==> config.mk <==
export PLATFORM = sky130hd
export DESIGN_NAME = owb_cmd_bridge
export DESIGN_NICKNAME = d
export VERILOG_FILES = /design/src/rtl/owb_pkg.sv /design/src/rtl/owb_ctrl.sv /design/src/rtl/owb_regs.sv /design/src/rtl/owb_cmd_bridge.sv
export SDC_FILE = /design/constraint.sdc
export NUM_CORES = 1
export LEC_CHECK = 0
export CAP_MARGIN = 15
export CORE_AREA = 3 3 79 81
export CTS_CLUSTER_DIAMETER = 60
export DETAILED_ROUTE_END_ITERATION = 7
export DIE_AREA = 0 0 82 84
export DONT_BUFFER_PORTS = 1
export PLACE_DENSITY_LB_ADDON = 0.15
export SYNTH_ARGS = -nofsm -noshare
export SYNTH_HDL_FRONTEND = slang
export SYNTH_SLANG_ARGS = --single-unit
==> constraint.sdc <==
create_clock -name clk -period 2.8 [get_ports clk]
set_clock_uncertainty 0.1 [all_clocks]
set_input_delay 0.56 -clock clk [delete_from_list [all_inputs] [get_ports clk]]
set_output_delay 0.56 -clock clk [all_outputs]
set_load 0.01 [all_outputs]
==> src/rtl/owb_pkg.sv <==
package owb_pkg;
  localparam logic [7:0] CMD_DEVRST = 8'hF0;
  localparam logic [7:0] CMD_SETPTR = 8'hE1;
  localparam logic [7:0] CMD_CHAN   = 8'hC3;
  localparam logic [7:0] CMD_CFG    = 8'hD2;
  localparam logic [7:0] CMD_LRST   = 8'hB4;
  localparam logic [7:0] CMD_BIT    = 8'h87;
  localparam logic [7:0] CMD_WBYTE  = 8'hA5;
  localparam logic [7:0] CMD_RBYTE  = 8'h96;
  localparam logic [7:0] CMD_TRIP   = 8'h78;

  localparam logic [7:0] PSEL_STAT = 8'hF0;
  localparam logic [7:0] PSEL_DATA = 8'hE1;
  localparam logic [7:0] PSEL_CHAN = 8'hD2;
  localparam logic [7:0] PSEL_CFG  = 8'hC3;

  typedef enum logic [2:0] {
    OP_NONE = 3'd0, OP_LRST = 3'd1, OP_BIT = 3'd2,
    OP_WBYTE = 3'd3, OP_RBYTE = 3'd4, OP_TRIP = 3'd5
  } eng_op_e;

  typedef enum logic [1:0] {PTR_STAT, PTR_DATA, PTR_CHAN, PTR_CFG} rd_ptr_e;

  typedef struct packed {
    logic       devRst;
    logic       cfgWr;
    logic [3:0] cfgVal;
    logic       chanWr;
    logic [2:0] chanIdx;
    logic       launch;
    eng_op_e    op;
  } ctrl_strb_t;

  function automatic logic [7:0] chanWrCode(input logic [2:0] idx);
    return 8'hF0 - ({5'd0, idx} * 8'h0F);
  endfunction

  function automatic logic [7:0] chanRdCode(input logic [2:0] idx);
    return 8'hB8 - ({5'd0, idx} * 8'h07);
  endfunction
endpackage

==> src/rtl/owb_ctrl.sv <==
module owb_ctrl
  import owb_pkg::*;
#(
  parameter int NUM_CHAN = 8
) (
  input  logic       clk,
  input  logic       rst_n,
  input  logic       hostWr,
  input  logic       hostFirst,
  input  logic [7:0] hostData,
  input  logic       busy,
  output ctrl_strb_t strb,
  output rd_ptr_e    readPtr,
  output logic       engStart,
  output eng_op_e    engOp,
  output logic [7:0] engArg
);
  logic       pendValid;
  logic [7:0] pendCmd;
  rd_ptr_e    nxtPtr;
  logic [7:0] nxtArg;
  logic       needsParam;

  always_comb begin
    needsParam = (hostData == CMD_SETPTR) || (hostData == CMD_CHAN) ||
                 (hostData == CMD_CFG) || (hostData == CMD_BIT) ||
                 (hostData == CMD_WBYTE) || (hostData == CMD_TRIP);
  end

  always_comb begin
    strb   = '0;
    nxtPtr = readPtr;
    nxtArg = 8'h00;
    if (hostWr && hostFirst) begin
      case (hostData)
        CMD_DEVRST: begin strb.devRst = 1'b1; nxtPtr = PTR_STAT; end
        CMD_LRST, CMD_RBYTE: if (!busy) begin
          strb.launch = 1'b1;
          strb.op     = (hostData == CMD_LRST) ? OP_LRST : OP_RBYTE;
          nxtPtr      = PTR_STAT;
        end
        default: ;
      endcase
    end else if (hostWr && pendValid) begin
      case (pendCmd)
        CMD_SETPTR: begin
          case (hostData)
            PSEL_STAT: nxtPtr = PTR_STAT;
            PSEL_DATA: nxtPtr = PTR_DATA;
            PSEL_CHAN: nxtPtr = PTR_CHAN;
            PSEL_CFG:  nxtPtr = PTR_CFG;
            default: ;
          endcase
        end
        CMD_CFG: if (hostData[7:4] == ~hostData[3:0]) begin
          strb.cfgWr  = 1'b1;
          strb.cfgVal = hostData[3:0];
          nxtPtr      = PTR_CFG;
        end
        CMD_CHAN: begin
          for (int i = 0; i < NUM_CHAN; i++) begin
            if (hostData == chanWrCode(3'(i))) begin
              strb.chanWr  = 1'b1;
              strb.chanIdx = 3'(i);
              nxtPtr       = PTR_CHAN;
            end
          end
        end
        CMD_BIT, CMD_WBYTE, CMD_TRIP: if (!busy) begin
          strb.launch = 1'b1;
          nxtPtr      = PTR_STAT;
          if (pendCmd == CMD_WBYTE) begin
            strb.op = OP_WBYTE;
            nxtArg  = hostData;
          end else begin
            strb.op = (pendCmd == CMD_BIT) ? OP_BIT : OP_TRIP;
            nxtArg  = {8{hostData[7]}};
          end
        end
        default: ;
      endcase
    end
  end

  always_ff @(posedge clk or negedge rst_n) begin
    if (!rst_n) begin
      pendValid <= 1'b0;
      pendCmd   <= 8'h00;
      readPtr   <= PTR_STAT;
      engStart  <= 1'b0;
      engOp     <= OP_NONE;
      engArg    <= 8'h00;
    end else begin
      readPtr  <= nxtPtr;
      engStart <= strb.launch;
      engOp    <= strb.launch ? strb.op : OP_NONE;
      engArg   <= nxtArg;
      if (hostWr) begin
        pendValid <= hostFirst && needsParam;
        if (hostFirst) pendCmd <= hostData;
      end
    end
  end

  AST_SINGLE_START: assert property (@(posedge clk) disable iff (!rst_n)
    engStart |=> !engStart);
  AST_NO_LAUNCH_BUSY: assert property (@(posedge clk) disable iff (!rst_n)
    engStart |-> !$past(busy));
  AST_PTR_AFTER_CFG: assert property (@(posedge clk) disable iff (!rst_n)
    $past(strb.cfgWr) |-> readPtr == PTR_CFG);
endmodule

==> src/rtl/owb_regs.sv <==
module owb_regs
  import owb_pkg::*;
#(
  parameter int NUM_CHAN = 8
) (
  input  logic       clk,
  input  logic       rst_n,
  input  ctrl_strb_t strb,
  input  rd_ptr_e    readPtr,
  input  logic       engDone,
  input  logic [4:0] engFlags,
  input  logic [7:0] engData,
  input  logic       lineLevel,
  output logic       busy,
  output logic [7:0] rdData,
  output logic [3:0] cfgOut,
  output logic [2:0] chanOut
);
  logic [3:0] cfgReg;
  logic [2:0] chanReg;
  logic       rstFlag;
  logic [4:0] resFlags;
  logic [7:0] dataReg;
  eng_op_e    lastOp;
  logic [7:0] statusByte;

  always_ff @(posedge clk or negedge rst_n) begin
    if (!rst_n) begin
      cfgReg <= '0; chanReg <= '0; rstFlag <= 1'b1; busy <= 1'b0;
      resFlags <= '0; dataReg <= '0; lastOp <= OP_NONE;
    end else if (strb.devRst) begin
      cfgReg <= '0; chanReg <= '0; rstFlag <= 1'b1; busy <= 1'b0;
      resFlags <= '0; dataReg <= '0; lastOp <= OP_NONE;
    end else begin
      if (strb.cfgWr) begin
        cfgReg  <= strb.cfgVal;
        rstFlag <= 1'b0;
      end
      if (strb.chanWr) chanReg <= strb.chanIdx;
      if (strb.launch) begin
        busy   <= 1'b1;
        lastOp <= strb.op;
      end else if (engDone && busy) begin
        busy     <= 1'b0;
        resFlags <= engFlags;
        if (lastOp == OP_RBYTE) dataReg <= engData;
      end
    end
  end

  assign statusByte = {resFlags[4:2], rstFlag, lineLevel, resFlags[1:0], busy};
  assign cfgOut  = cfgReg;
  assign chanOut = chanReg;

  always_comb begin
    case (readPtr)
      PTR_STAT: rdData = statusByte;
      PTR_DATA: rdData = dataReg;
      PTR_CHAN: rdData = chanRdCode(chanReg);
      default:  rdData = {4'b0000, cfgReg};
    endcase
  end

  AST_CFG_GUARDED: assert property (@(posedge clk) disable iff (!rst_n)
    (cfgReg != $past(cfgReg)) |-> $past(strb.cfgWr || strb.devRst));
  AST_RST_SOURCE: assert property (@(posedge clk) disable iff (!rst_n)
    $rose(rstFlag) |-> $past(strb.devRst));
  AST_BUSY_FROM_LAUNCH: assert property (@(posedge clk) disable iff (!rst_n)
    $rose(busy) |-> $past(strb.launch));
  AST_CHAN_RANGE: assert property (@(posedge clk) disable iff (!rst_n)
    32'(chanReg) < NUM_CHAN);
endmodule

==> src/rtl/owb_cmd_bridge.sv <==
module owb_cmd_bridge
  import owb_pkg::*;
#(
  parameter int NUM_CHAN = 8
) (
  input  logic       clk,
  input  logic       rst_n,
  input  logic       hostWr,
  input  logic       hostFirst,
  input  logic [7:0] hostData,
  output logic [7:0] rdData,
  output logic       engStart,
  output logic [2:0] engOp,
  output logic [7:0] engArg,
  input  logic       engDone,
  input  logic [4:0] engFlags,
  input  logic [7:0] engData,
  input  logic       lineLevel,
  output logic [3:0] cfgOut,
  output logic [2:0] chanOut
);
  ctrl_strb_t strb;
  rd_ptr_e    readPtr;
  eng_op_e    opInt;
  logic       busy;

  owb_ctrl #(.NUM_CHAN(NUM_CHAN)) u_ctrl (
    .clk(clk), .rst_n(rst_n), .hostWr(hostWr), .hostFirst(hostFirst),
    .hostData(hostData), .busy(busy), .strb(strb), .readPtr(readPtr),
    .engStart(engStart), .engOp(opInt), .engArg(engArg)
  );

  owb_regs #(.NUM_CHAN(NUM_CHAN)) u_regs (
    .clk(clk), .rst_n(rst_n), .strb(strb), .readPtr(readPtr),
    .engDone(engDone), .engFlags(engFlags), .engData(engData),
    .lineLevel(lineLevel), .busy(busy), .rdData(rdData),
    .cfgOut(cfgOut), .chanOut(chanOut)
  );

  assign engOp = opInt;
endmodule

### Word-level counts from Yosys, hierarchy flattened

Cells that the tools add are included.

* input port bits: 27
* memories kept: 0
* word-level logic and storage cells: 127
* output and inout bits: 27
* ROM bits: 0
* bits in writable memories: 0
* latch bits: 0
* bits in registers: 48

* muxes and demuxes: 63
* add/subtract/negate cells: 1
* div/mod/pow operators: 0
* shift-type cells: 0
* reductions and logical operators: 24
* multiply operators: 1
* $lt $le $gt $ge: 0
* eq/ne operators: 24
* bitwise operators: 1

Operators by type and width (number)
* 8-bit == test (second input constant): 13
* 4-bit 2-to-1 mux: 16
* 8-bit 2-to-1 mux: 8
* 5-bit 2-to-1 mux: 5
* 2-bit 2-to-1 mux: 12
* 3-bit 2-to-1 mux: 8
* 8-bit case mux with 3 select lines: 1
* 8-bit by 7-bit == test with 1-bit output (second input constant): 2
* 2-bit case mux with 4 select lines: 2
* 13-bit 2-to-1 mux: 1
* 2-bit nonzero test: 6
* 10-bit by 1-bit inequality test with 1-bit output (second input constant): 1
* 9-bit 2-to-1 mux: 1
* 8-bit by 6-bit subtractor with 8-bit output (first input constant): 1
* 1-bit 2-to-1 mux: 7
* 7-bit 2-to-1 mux: 1
* 3-bit by 3-bit multiplier with 6-bit output (second input constant): 1
* 6-bit by 1-bit inequality test with 1-bit output (second input constant): 1
* 6-bit AND reduction: 1
* 1-bit logical OR: 5
* 5-bit nonzero test: 1
* 4-bit == test: 1
* 1-bit logical AND: 4
* 4-bit inverter: 1
* other kinds (13): 14

### Logic depth before layout (Yosys ltp)

Gate-level depths: netlist (run 1).

* depth in word-level cells: 14
* depth in mapped cells: 9
* gate-level depth less buffers: 9

### Hierarchy

Synthesis (run 1) repeated with hierarchy kept, for this count alone.

* cells, all modules: 281
* area total of the unflattened synthesis: 2954.1 um^2

By module, submodules not included
* owb_regs: sequential area each 626.9 um^2, area each 1540.2 um^2, instances 1, cells each 147
* owb_ctrl: sequential area each 575.6 um^2, area each 1413.9 um^2, instances 1, cells each 134

### Worst setup path after synthesis (run 1)

No wires, ideal clock.

* path kind: flip-flop to output port
* start point: reg u_regs.chanReg[1], in the netlist u_regs.chanOut[1]
* end point: out rdData[2]
* setup slack: -49 ps
* required time: 2140 ps
* path buffers: 0
* cell stages (with the launch flop): 6
* arrival: 2189 ps
* path through: dfrtp_1 -> inv_1 -> fa_1 -> fa_1 -> inv_1 -> mux4_2

* word-level cells in the longest chain between the ends: 3

Ends and longest elaborated chain
* start: declaration: line owb_regs.sv:20 `logic [2:0] chanReg;`
* start signal: assignment: line owb_regs.sv:39 `if (strb.chanWr) chanReg <= strb.chanIdx;`
* 3-bit by 3-bit multiplier with 6-bit output: line owb_pkg.sv:39 `return 8'hB8 - ({5'd0, idx} * 8'h07);`
* 8-bit by 6-bit subtractor with 8-bit output: line owb_pkg.sv:39
* 8-bit case mux with 3 select lines: line owb_regs.sv:56 `case (readPtr)`
* end: declaration: line owb_cmd_bridge.sv:11 `output logic [7:0] rdData,`

No other way between the ends.

### Worst setup path after layout (run 1)

* start point: reg u_regs.chanReg[0], in the netlist u_regs.chanOut[0]
* end point: out rdData[2]

The elaborated chain is that of the path after synthesis.

==> reports/qor.yml, run 1 <==
synth_edf_count: 0
syn-cell-area_um2: 2803
power.density_nw_per_um2: 512.4
grt_use_total_pct: 19.79
globalplace.congestion: 0.8852
ys.flop_type: "dfrtp_1"
clock-root-buffer: "clkbuf_8"
vdd_ir_drop_max_mv: 0.2733
rrSetupSlack_ns: 0.76
htreeDepth: 2
fin_nets: 320
cts_tree: "yes"
timing.rr.end: "u_regs.lastOp[0]$_DFFE_PN0P_"
cp.buffers_inverters: 2
antenna_found_initial: 0
whs_path_depth: 1
first_pass_iters: 4
final_cell_mix: "45 x dfrtp_1, 20 x nand3_1, 19 x nand2_1"
wirelength_um: 6571
routed-via-count: 2098
finalSetupTns_ns: -0.2988
crit_chain: "inv_2 -> fa_2 -> fa_1 -> inv_1 -> mux4_2"
min_delay_worst_endpoint: "u_ctrl.pendValid$_DFFE_PN0P_"
async_reset_ff_share_pct: 100.0
p_leak_nw: 1.374
status: "finished with violations"
maxSlewHeadroom_pct: 58.84
avgSynthCellArea_um2: 10.19
seq_area_frac_synth_pct: 42.90
crit_required_ns: 2.14
rows: 27
drt_iter0_drc: 84
overflow: 0
crit_type: "register to output pin"
fin_crit_sh_pct: 105.1
dp_hpwl_um: 4806
slowest_delay_ns: 0.49
synth_fp_nets: 313
routed_via_density: 5.910
failed_checks: "negative setup slack"
drtAntennaViolNets: 0
yosys_warnings: 0
rsz0062_at_grt: "yes"
fin_crit_ns: 2.944
hold_violations: 0
core_um2: 5540
r2r-start: "u_ctrl.pendCmd[4]$_DFFE_PN0P_"
crit_path_end_kind: "output pin"
crit_family: "adder cells"
wl_per_cell_um: 18.51
cap_violations: 0
ioPinCount: 54
ys_ff_latch: 48
grt_pass1_wl_um: 10500
dp_cells: 343
crit_path_start_kind: "register"
post_layout_nonfiller_instances: 355
synth_cells: 275
drc_errors: 0
fmax_ghz: 0.3397
setup_viol: 3
hold_path_class: "primary input to register"
dieArea_um2: 6888
cts_buffers: 5
maxSlewViolCount: 0
cts.path.max_buffers: 2
port_buffers: 0
mostFrequentLayoutCell: "dfrtp_1"
cp_max_fo: 3
fin_ws_ns: -0.1436
initial_core_util_pct: 50.59
cts_sinks: 48
crit_arrival_ns: 2.28
grt_pass1_vias: 2082
ys_types: 56
fp.dieH_um: 84
clkLatencyLatePin_ns: 0.30
worstHoldStart: "hostWr"
crit_slowest_cell: "fa_1"
whs_ns: 0.2579
grt_max_degree: 49
die_w_um: 82
post-route-util_pct: 56.84
drive_above_1_share_pct: 21.20
tightest_slew_ns: 0.6126
cts.clk_slew.worst_paths_ns: 0.09
area_growth_pct: 12.37
worstRegToRegCells: 6
antennaDiodeCount: 0
[per-layer routing]
metal | track usage (%) | up-vias | wire length [um]
met2 | 32.77 | 61 | 3188
met4 | 5.891 | 0 | 77
met1 | 24.74 | 1024 | 2843
met3 | 5.508 | 8 | 461
met5 | 0 | - | 0
li1 | - | 1005 | -
[sequential cells by signal (all words and copies together), names as in the netlist]
signal	cells
u_regs.busy	1
u_ctrl.pendCmd	8
u_regs.cfgOut	4
u_ctrl.readPtr	2
u_regs.resFlags	5
u_ctrl.pendValid	1
u_ctrl.engArg	8
u_regs.lastOp	3
u_regs.chanOut	3
u_ctrl.engOp	3
u_regs.dataReg	8
u_regs.rstFlag	1
u_ctrl.engStart	1
[stage by stage]
step                      setup slack [ns]  instance area [um2]  power, mW
after detailed placement           0.08871                 2905      1.083
after CTS                          -0.1521                 3087      1.639
after global placement              0.1193                 2905      1.075
after floorplan                   0.003362                 2805      1.031
final                              -0.1436                 3149      1.614
after global routing               -0.2233                 3149      1.699
[area by class of cell]
cell class	instances	area, um2
fill	500	2391
multi-input combinational	196	1541
sequential	48	1205
timing repair buffer	13	123.9
tap	72	90.09
clock buffer	6	82.58
inverter	18	67.56
clock inverter	2	38.79
[worst max path at each step]
| stage | cells past startpoint | start | to | slack, ns |
|---|---|---|---|---|
| finish | 5 | u_regs.chanOut[0]$_DFFE_PN0P_ | rdData[2] | -0.14 |
| global route | 5 | u_regs.chanOut[1]$_DFFE_PN0P_ | rdData[2] | -0.22 |
| CTS | 6 | u_regs.chanOut[1]$_DFFE_PN0P_ | rdData[3] | -0.15 |
| detailed placement | 5 | u_regs.chanOut[1]$_DFFE_PN0P_ | rdData[2] | 0.09 |
| global placement | 5 | u_regs.chanOut[1]$_DFFE_PN0P_ | rdData[2] | 0.12 |
| floorplan | 5 | u_regs.chanOut[1]$_DFFE_PN0P_ | rdData[2] | 0.003 |
[report_power, final]
group	total, mW	internal (mW)	switching (mW)	leakage, nW
sequential	0.825	0.764	0.0608	0.634
clock	0.518	0.292	0.226	0.0614
combinational	0.270	0.124	0.146	0.679
total	1.61	1.18	0.433	1.37
[cells in the mapped netlist (2+ instances only)]
cell type / count / area (um2)
mux2_2: 6 / 67.56
clkbuf_1: 7 / 26.28
ha_1: 8 / 100.1
a31oi_1: 2 / 12.51
nor3_1: 4 / 20.02
and4b_1: 2 / 20.02
mux4_2: 4 / 90.09
o21ai_0: 12 / 60.06
nand3_1: 21 / 105.1
o22ai_1: 5 / 31.28
nand4b_1: 2 / 17.52
o21ai_1: 3 / 15.01
mux2i_1: 12 / 120.1
nor2_1: 18 / 67.56
nand3b_1: 2 / 15.01
nand2b_1: 3 / 18.77
a21o_1: 4 / 30.03
nand4bb_1: 2 / 22.52
nor2b_1: 2 / 12.51
xor2_1: 6 / 52.55
and4bb_2: 4 / 50.05
a22o_1: 2 / 17.52
a211o_1: 2 / 17.52
buf_2: 3 / 15.01
a211oi_1: 4 / 30.03
and3b_1: 2 / 17.52
fa_1: 3 / 60.06
xnor2_1: 4 / 35.03
a21oi_1: 15 / 75.07
nand2_1: 19 / 71.32
nor4_1: 2 / 12.51
nand4_1: 2 / 12.51
and3_1: 2 / 12.51
dfrtp_1: 47 / 1176
inv_1: 18 / 67.56
[cells by family after synthesis]
logic type	share of synthesized area [%]
flip-flops	42.90
multiplexers	9.911
AO/OA/AOI/OAI	13.26
AND/OR/NAND/NOR	20.40
buffers and inverters	4.687
XOR/XNOR	3.125
adder cells (fa/ha/maj)	5.715
[worst register-to-register path, cell delays in order, from the launching register on]
cell and delay (ns):
dfrtp_1 0.44, and4bb_2 0.39, nand4b_4 0.15, and2_4 0.19, or3_4 0.44, o21ai_2 0.18
a21o_1 0.10
[timing repair]
item	4_1_cts	5_1_grt
gates resized for setup	6	11
hold buffers	2	0
buffers inserted	0	2
hold endpoints to repair	48	0
pin swaps	8	5
setup endpoints to repair	5	5
Power figures use the tool's default switching activity.
==> run 2, diff against run 1 <==
--- a/config.mk
+++ b/config.mk
@@ -12,6 +12,7 @@
 export DIE_AREA = 0 0 82 84
 export DONT_BUFFER_PORTS = 1
 export PLACE_DENSITY_LB_ADDON = 0.15
+export SETUP_SLACK_MARGIN = 0.2
 export SYNTH_ARGS = -nofsm -noshare
 export SYNTH_HDL_FRONTEND = slang
 export SYNTH_SLANG_ARGS = --single-unit
==> reports/qor.yml, run 2 (synthesized netlist as in run 1, its figures left out) <==
intPower_mw: 1.249
cts.path.max_buffers: 2
grt_max_degree: 49
port_buffers: 0
grt_pass1_vias: 2169
antenna_found_initial: 0
p_leak_nw: 1.385
r2r-start: "u_ctrl.pendCmd[4]$_DFFE_PN0P_"
cts.clk_slew.worst_paths_ns: 0.09
grt_use_total_pct: 20.43
drive_above_1_share_pct: 21.91
rows: 27
area_growth_pct: 14.15
vdd_ir_drop_max_mv: 0.2484
maxSlewViolCount: 0
setup_viol: 5
crit_arrival_ns: 2.29
mostFrequentLayoutCell: "dfrtp_1"
final_cell_mix: "44 x dfrtp_1, 20 x nand3_1, 19 x nand2_1"
hold_violations: 0
pwr-share-clk_pct: 33.9
overflow: 0
dp_hpwl_um: 4969
fmax_ghz: 0.3395
rsz0062_at_grt: "yes"
antennaDiodeCount: 0
cap_violations: 0
cts_buffers: 5
fin_crit_sh_pct: 105.2
wirelength_um: 6805
tightest_slew_ns: 0.7146
clkLatencyLatePin_ns: 0.30
initial_core_util_pct: 50.59
status: "finished with violations"
fin_nets: 321
die_w_um: 82
crit_path_start: "u_regs.chanOut[0]$_DFFE_PN0P_"
crit_path_start_kind: "register"
grt_pass1_wl_um: 10830
cts_tree: "yes"
fp.dieH_um: 84
globalplace.congestion: 0.9190
largestRegisters: "u_ctrl.engArg: 8 flops, u_ctrl.pendCmd: 8 flops, u_regs.dataReg: 8 flops"
first_pass_iters: 4
fill_cells: 476
routed-via-count: 2147
pwr-share-seq_pct: 49.0
power_mw: 1.680
wl_per_cell_um: 19.17
drc_errors: 0
ioPinCount: 54
pwr-share-comb_pct: 17.0
cp_max_fo: 3
clock-root-buffer: "clkbuf_8"
maxSlewHeadroom_pct: 52.00
hold_path_class: "primary input to async pin"
crit_required_ns: 2.14
core_um2: 5540
failed_checks: "negative setup slack"
crit_path_end_kind: "output pin"
dieArea_um2: 6888
drt_iter0_drc: 132
cts_sinks: 48
power.density_nw_per_um2: 525.1
fin_crit_ns: 2.946
htreeDepth: 2
worstRegToRegCells: 5
fin_ws_ns: -0.1459
post-route-util_pct: 57.75
switching_share_pct: 25.63
crit_type: "register to output pin"
routed_via_density: 6.048
p_sw_uw: 430.6
drtAntennaViolNets: 0
[run 2: stage by stage]
step | cells | hold slack, ns | area, um2 | setup WS, ns | setup TNS (ns)
6_report | 355 | 0.002300 | 3199 | -0.1459 | -0.5432
5_1_grt | 355 | 0.001673 | 3199 | -0.2158 | -0.8788
4_1_cts | 353 | 0.004652 | 3159 | -0.1664 | -0.2632
3_5_place_dp | 341 | 0.1667 | 2892 | 0.1248 | 0
3_3_place_gp | 341 | 0.1666 | 2892 | 0.1535 | 0
2_1_floorplan | 275 | 0.1644 | 2806 | 0.1198 | 0
[run 2: final timing paths]
| path | slack [ns] | endpoint |
|---|---|---|
| max | -0.15 | rdData[2] |
| min | 0.002 | u_regs.dataReg[3]$_DFFE_PN0P_ |
| max reg2reg | 0.70 | u_regs.chanOut[1]$_DFFE_PN0P_ |
| min reg2reg | 0.36 | u_regs.rstFlag$_DFFE_PN1P_ |
| max in group asynchronous | 2.33 | u_regs.rstFlag$_DFFE_PN1P_ |
| min in group clk | 0.27 | u_ctrl.pendValid$_DFFE_PN0P_ |
[run 2: final cells by class]
type	instances	area [um2]	share of cell area, %
Clock buffer	5	68.82	2.151
Sequential cell	48	1206	37.70
Inverter	18	72.57	2.268
Multi-Input combinational cell	196	1569	49.04
Tap cell	72	90.09	2.816
Clock inverter	2	60.06	1.877
Timing Repair Buffer	14	132.6	4.145
[run 2: power groups by stage]
stage / sequential, mW / clock [mW] / combinational, mW
4_1_cts: 0.824 / 0.586 / 0.288
5_1_grt: 0.835 / 0.612 / 0.324
2_1_floorplan: 0.815 / 0 / 0.216
3_5_place_dp: 0.839 / 0 / 0.246
3_3_place_gp: 0.836 / 0 / 0.239
6_report: 0.824 / 0.570 / 0.286
[run 2: routing by layer]
| metal | global-route usage, % | vias up | part of all wire (%) |
|---|---|---|---|
| met5 | 0 | - | 0 |
| met4 | 4.381 | 0 | 0.87 |
| met3 | 6.263 | 6 | 8.3 |
| met2 | 35.27 | 76 | 50 |
| met1 | 24.57 | 1058 | 41 |
| li1 | - | 1007 | - |
[run 2: critical path: stages (launching register included)]
cell,delay [ns]
dfrtp_2,0.43
inv_4,0.06
fa_2,0.47
fa_1,0.51
inv_1,0.04
mux4_2,0.49
[run 2: what timing repair did]
item / CTS / global route
buffers inserted: 4 / 2
cloned: 0 / 0
hold buffers: 1 / 0
pin swaps: 10 / 4
setup endpoints to repair: 5 / 5
resized for setup: 18 / 4
hold endpoints to repair: 48 / 0
==> run 3, diff against run 2 <==
--- a/config.mk
+++ b/config.mk
@@ -13,6 +13,7 @@
 export DONT_BUFFER_PORTS = 1
 export PLACE_DENSITY_LB_ADDON = 0.15
 export SETUP_SLACK_MARGIN = 0.2
+export SKIP_CTS_REPAIR_TIMING = 1
 export SYNTH_ARGS = -nofsm -noshare
 export SYNTH_HDL_FRONTEND = slang
 export SYNTH_SLANG_ARGS = --single-unit
==> reports/qor.yml, run 3 (synthesized netlist as in run 1, its figures left out) <==
status: "finished with violations"
failed_checks: "negative setup slack"
antennaDiodeCount: 0
dieArea_um2: 6888
cts_buffers: 5
final_cell_mix: "44 x dfrtp_1, 20 x nand3_1, 19 x nand2_1"
crit_family: "adder cells"
initial_core_util_pct: 50.59
crit_slowest_cell: "fa_1"
area_growth_pct: 15.09
finalSetupTns_ns: -0.2483
tightest_slew_ns: 0.7629
cts.path.max_buffers: 2
crit_type: "register to output pin"
drc_errors: 0
drtAntennaViolNets: 0
p_leak_nw: 1.367
crit_path_end_kind: "output pin"
maxSlewViolCount: 0
routed_via_density: 6.119
routed-via-count: 2160
r2r-start: "u_ctrl.pendCmd[4]$_DFFE_PN0P_"
fmax_ghz: 0.3379
cts_tree: "yes"
fin_crit_sh_pct: 105.7
post-route-util_pct: 58.22
vdd_ir_drop_max_mv: 0.2475
overflow: 0
power.density_nw_per_um2: 520.3
maxSlewHeadroom_pct: 48.75
dp_cells: 341
fp.dieH_um: 84
crit_arrival_ns: 2.30
rsz0062_at_grt: "yes"
clock-root-buffer: "clkbuf_8"
wirelength_um: 6872
dp_hpwl_um: 4969
pre_cts_slack_ns: 0.1248
cp_max_fo: 3
core_um2: 5540
crit_chain: "inv_4 -> fa_2 -> fa_1 -> inv_1 -> mux4_2"
globalplace.congestion: 0.9190
grt_use_total_pct: 19.92
fill_cells: 468
clkLatencyLatePin_ns: 0.30
largestRegisters: "u_ctrl.engArg: 8 flops, u_ctrl.pendCmd: 8 flops, u_regs.dataReg: 8 flops"
port_buffers: 0
fin_nets: 319
worstRegToRegCells: 5
mostFrequentLayoutCell: "dfrtp_1"
grt_pass1_wl_um: 10570
cap_violations: 0
first_pass_iters: 5
htreeDepth: 2
cts.clk_slew.worst_paths_ns: 0.09
drt_iter0_drc: 154
cts_sinks: 48
antenna_found_initial: 0
hold_path_class: "primary input to async pin"
crit_required_ns: 2.14
slowest_delay_ns: 0.51
wl_per_cell_um: 19.47
post_layout_nonfiller_instances: 353
setup_viol: 2
rrSetupSlack_ns: 0.73
fin_ws_ns: -0.1596
cp.buffers_inverters: 2
grt_max_degree: 49
grt_pass1_vias: 2124
ioPinCount: 54
fin_crit_ns: 2.960
rows: 27
drive_above_1_share_pct: 23.13
crit_path_start_kind: "register"
die_w_um: 82
whs_ns: 0.00001127
hold_violations: 0
timing.rr.end: "u_regs.chanOut[1]$_DFFE_PN0P_"
-- run 3: worst max path at each step --
| stage | to | startpoint | cells after the start | slack (ns) |
|---|---|---|---|---|
| after global placement | rdData[2] | u_regs.chanOut[1]$_DFFE_PN0P_ | 5 | 0.15 |
| after global routing | rdData[2] | u_regs.chanOut[1]$_DFFE_PN0P_ | 5 | -0.24 |
| after floorplan | rdData[2] | u_regs.chanOut[1]$_DFFE_PN0P_ | 5 | 0.12 |
| after detailed placement | rdData[2] | u_regs.chanOut[1]$_DFFE_PN0P_ | 5 | 0.12 |
| after CTS | rdData[2] | u_regs.chanOut[1]$_DFFE_PN0P_ | 5 | -0.21 |
| final | rdData[2] | u_regs.chanOut[1]$_DFFE_PN0P_ | 5 | -0.16 |
-- run 3: cell type report --
class	count	area [um2]	share of cell area, %
inverters	18	72.57	2.250
clock inverters	2	60.06	1.862
multi-input cells	196	1618	50.16
flip-flops and latches	48	1206	37.39
clock buffers	5	68.82	2.133
well taps	72	90.09	2.793
repair buffers	12	110.1	3.414
-- run 3: worst reg2reg max path, stage by stage (launching register included) --
cell	delay [ns]
dfrtp_1	0.44
and4bb_2	0.39
nand2_1	0.13
a2111oi_0	0.56
a211oi_1	0.16
a21o_1	0.19
-- run 3: report_power, final --
group          switching (mW)  internal (mW)  total [mW]
clock                   0.219          0.351       0.570
sequential             0.0589          0.764       0.823
combinational           0.151          0.134       0.285
total                   0.429           1.25        1.68
-- run 3: per-stage QoR --
stage | power (mW) | instance area [um2]
2_1_floorplan | 1.031 | 2806
5_1_grt | 1.768 | 3226
6_report | 1.678 | 3226
3_5_place_dp | 1.085 | 2892
3_3_place_gp | 1.076 | 2892
4_1_cts | 1.656 | 3020
-- run 3: per-layer routing --
metal	global-route usage (%)	up-vias	part of all wire [%]
met3	6.371	8	8.8
met2	33.36	81	50
li1	-	1000	-
met4	4.381	0	0.81
met1	24.71	1071	40
met5	0	-	0
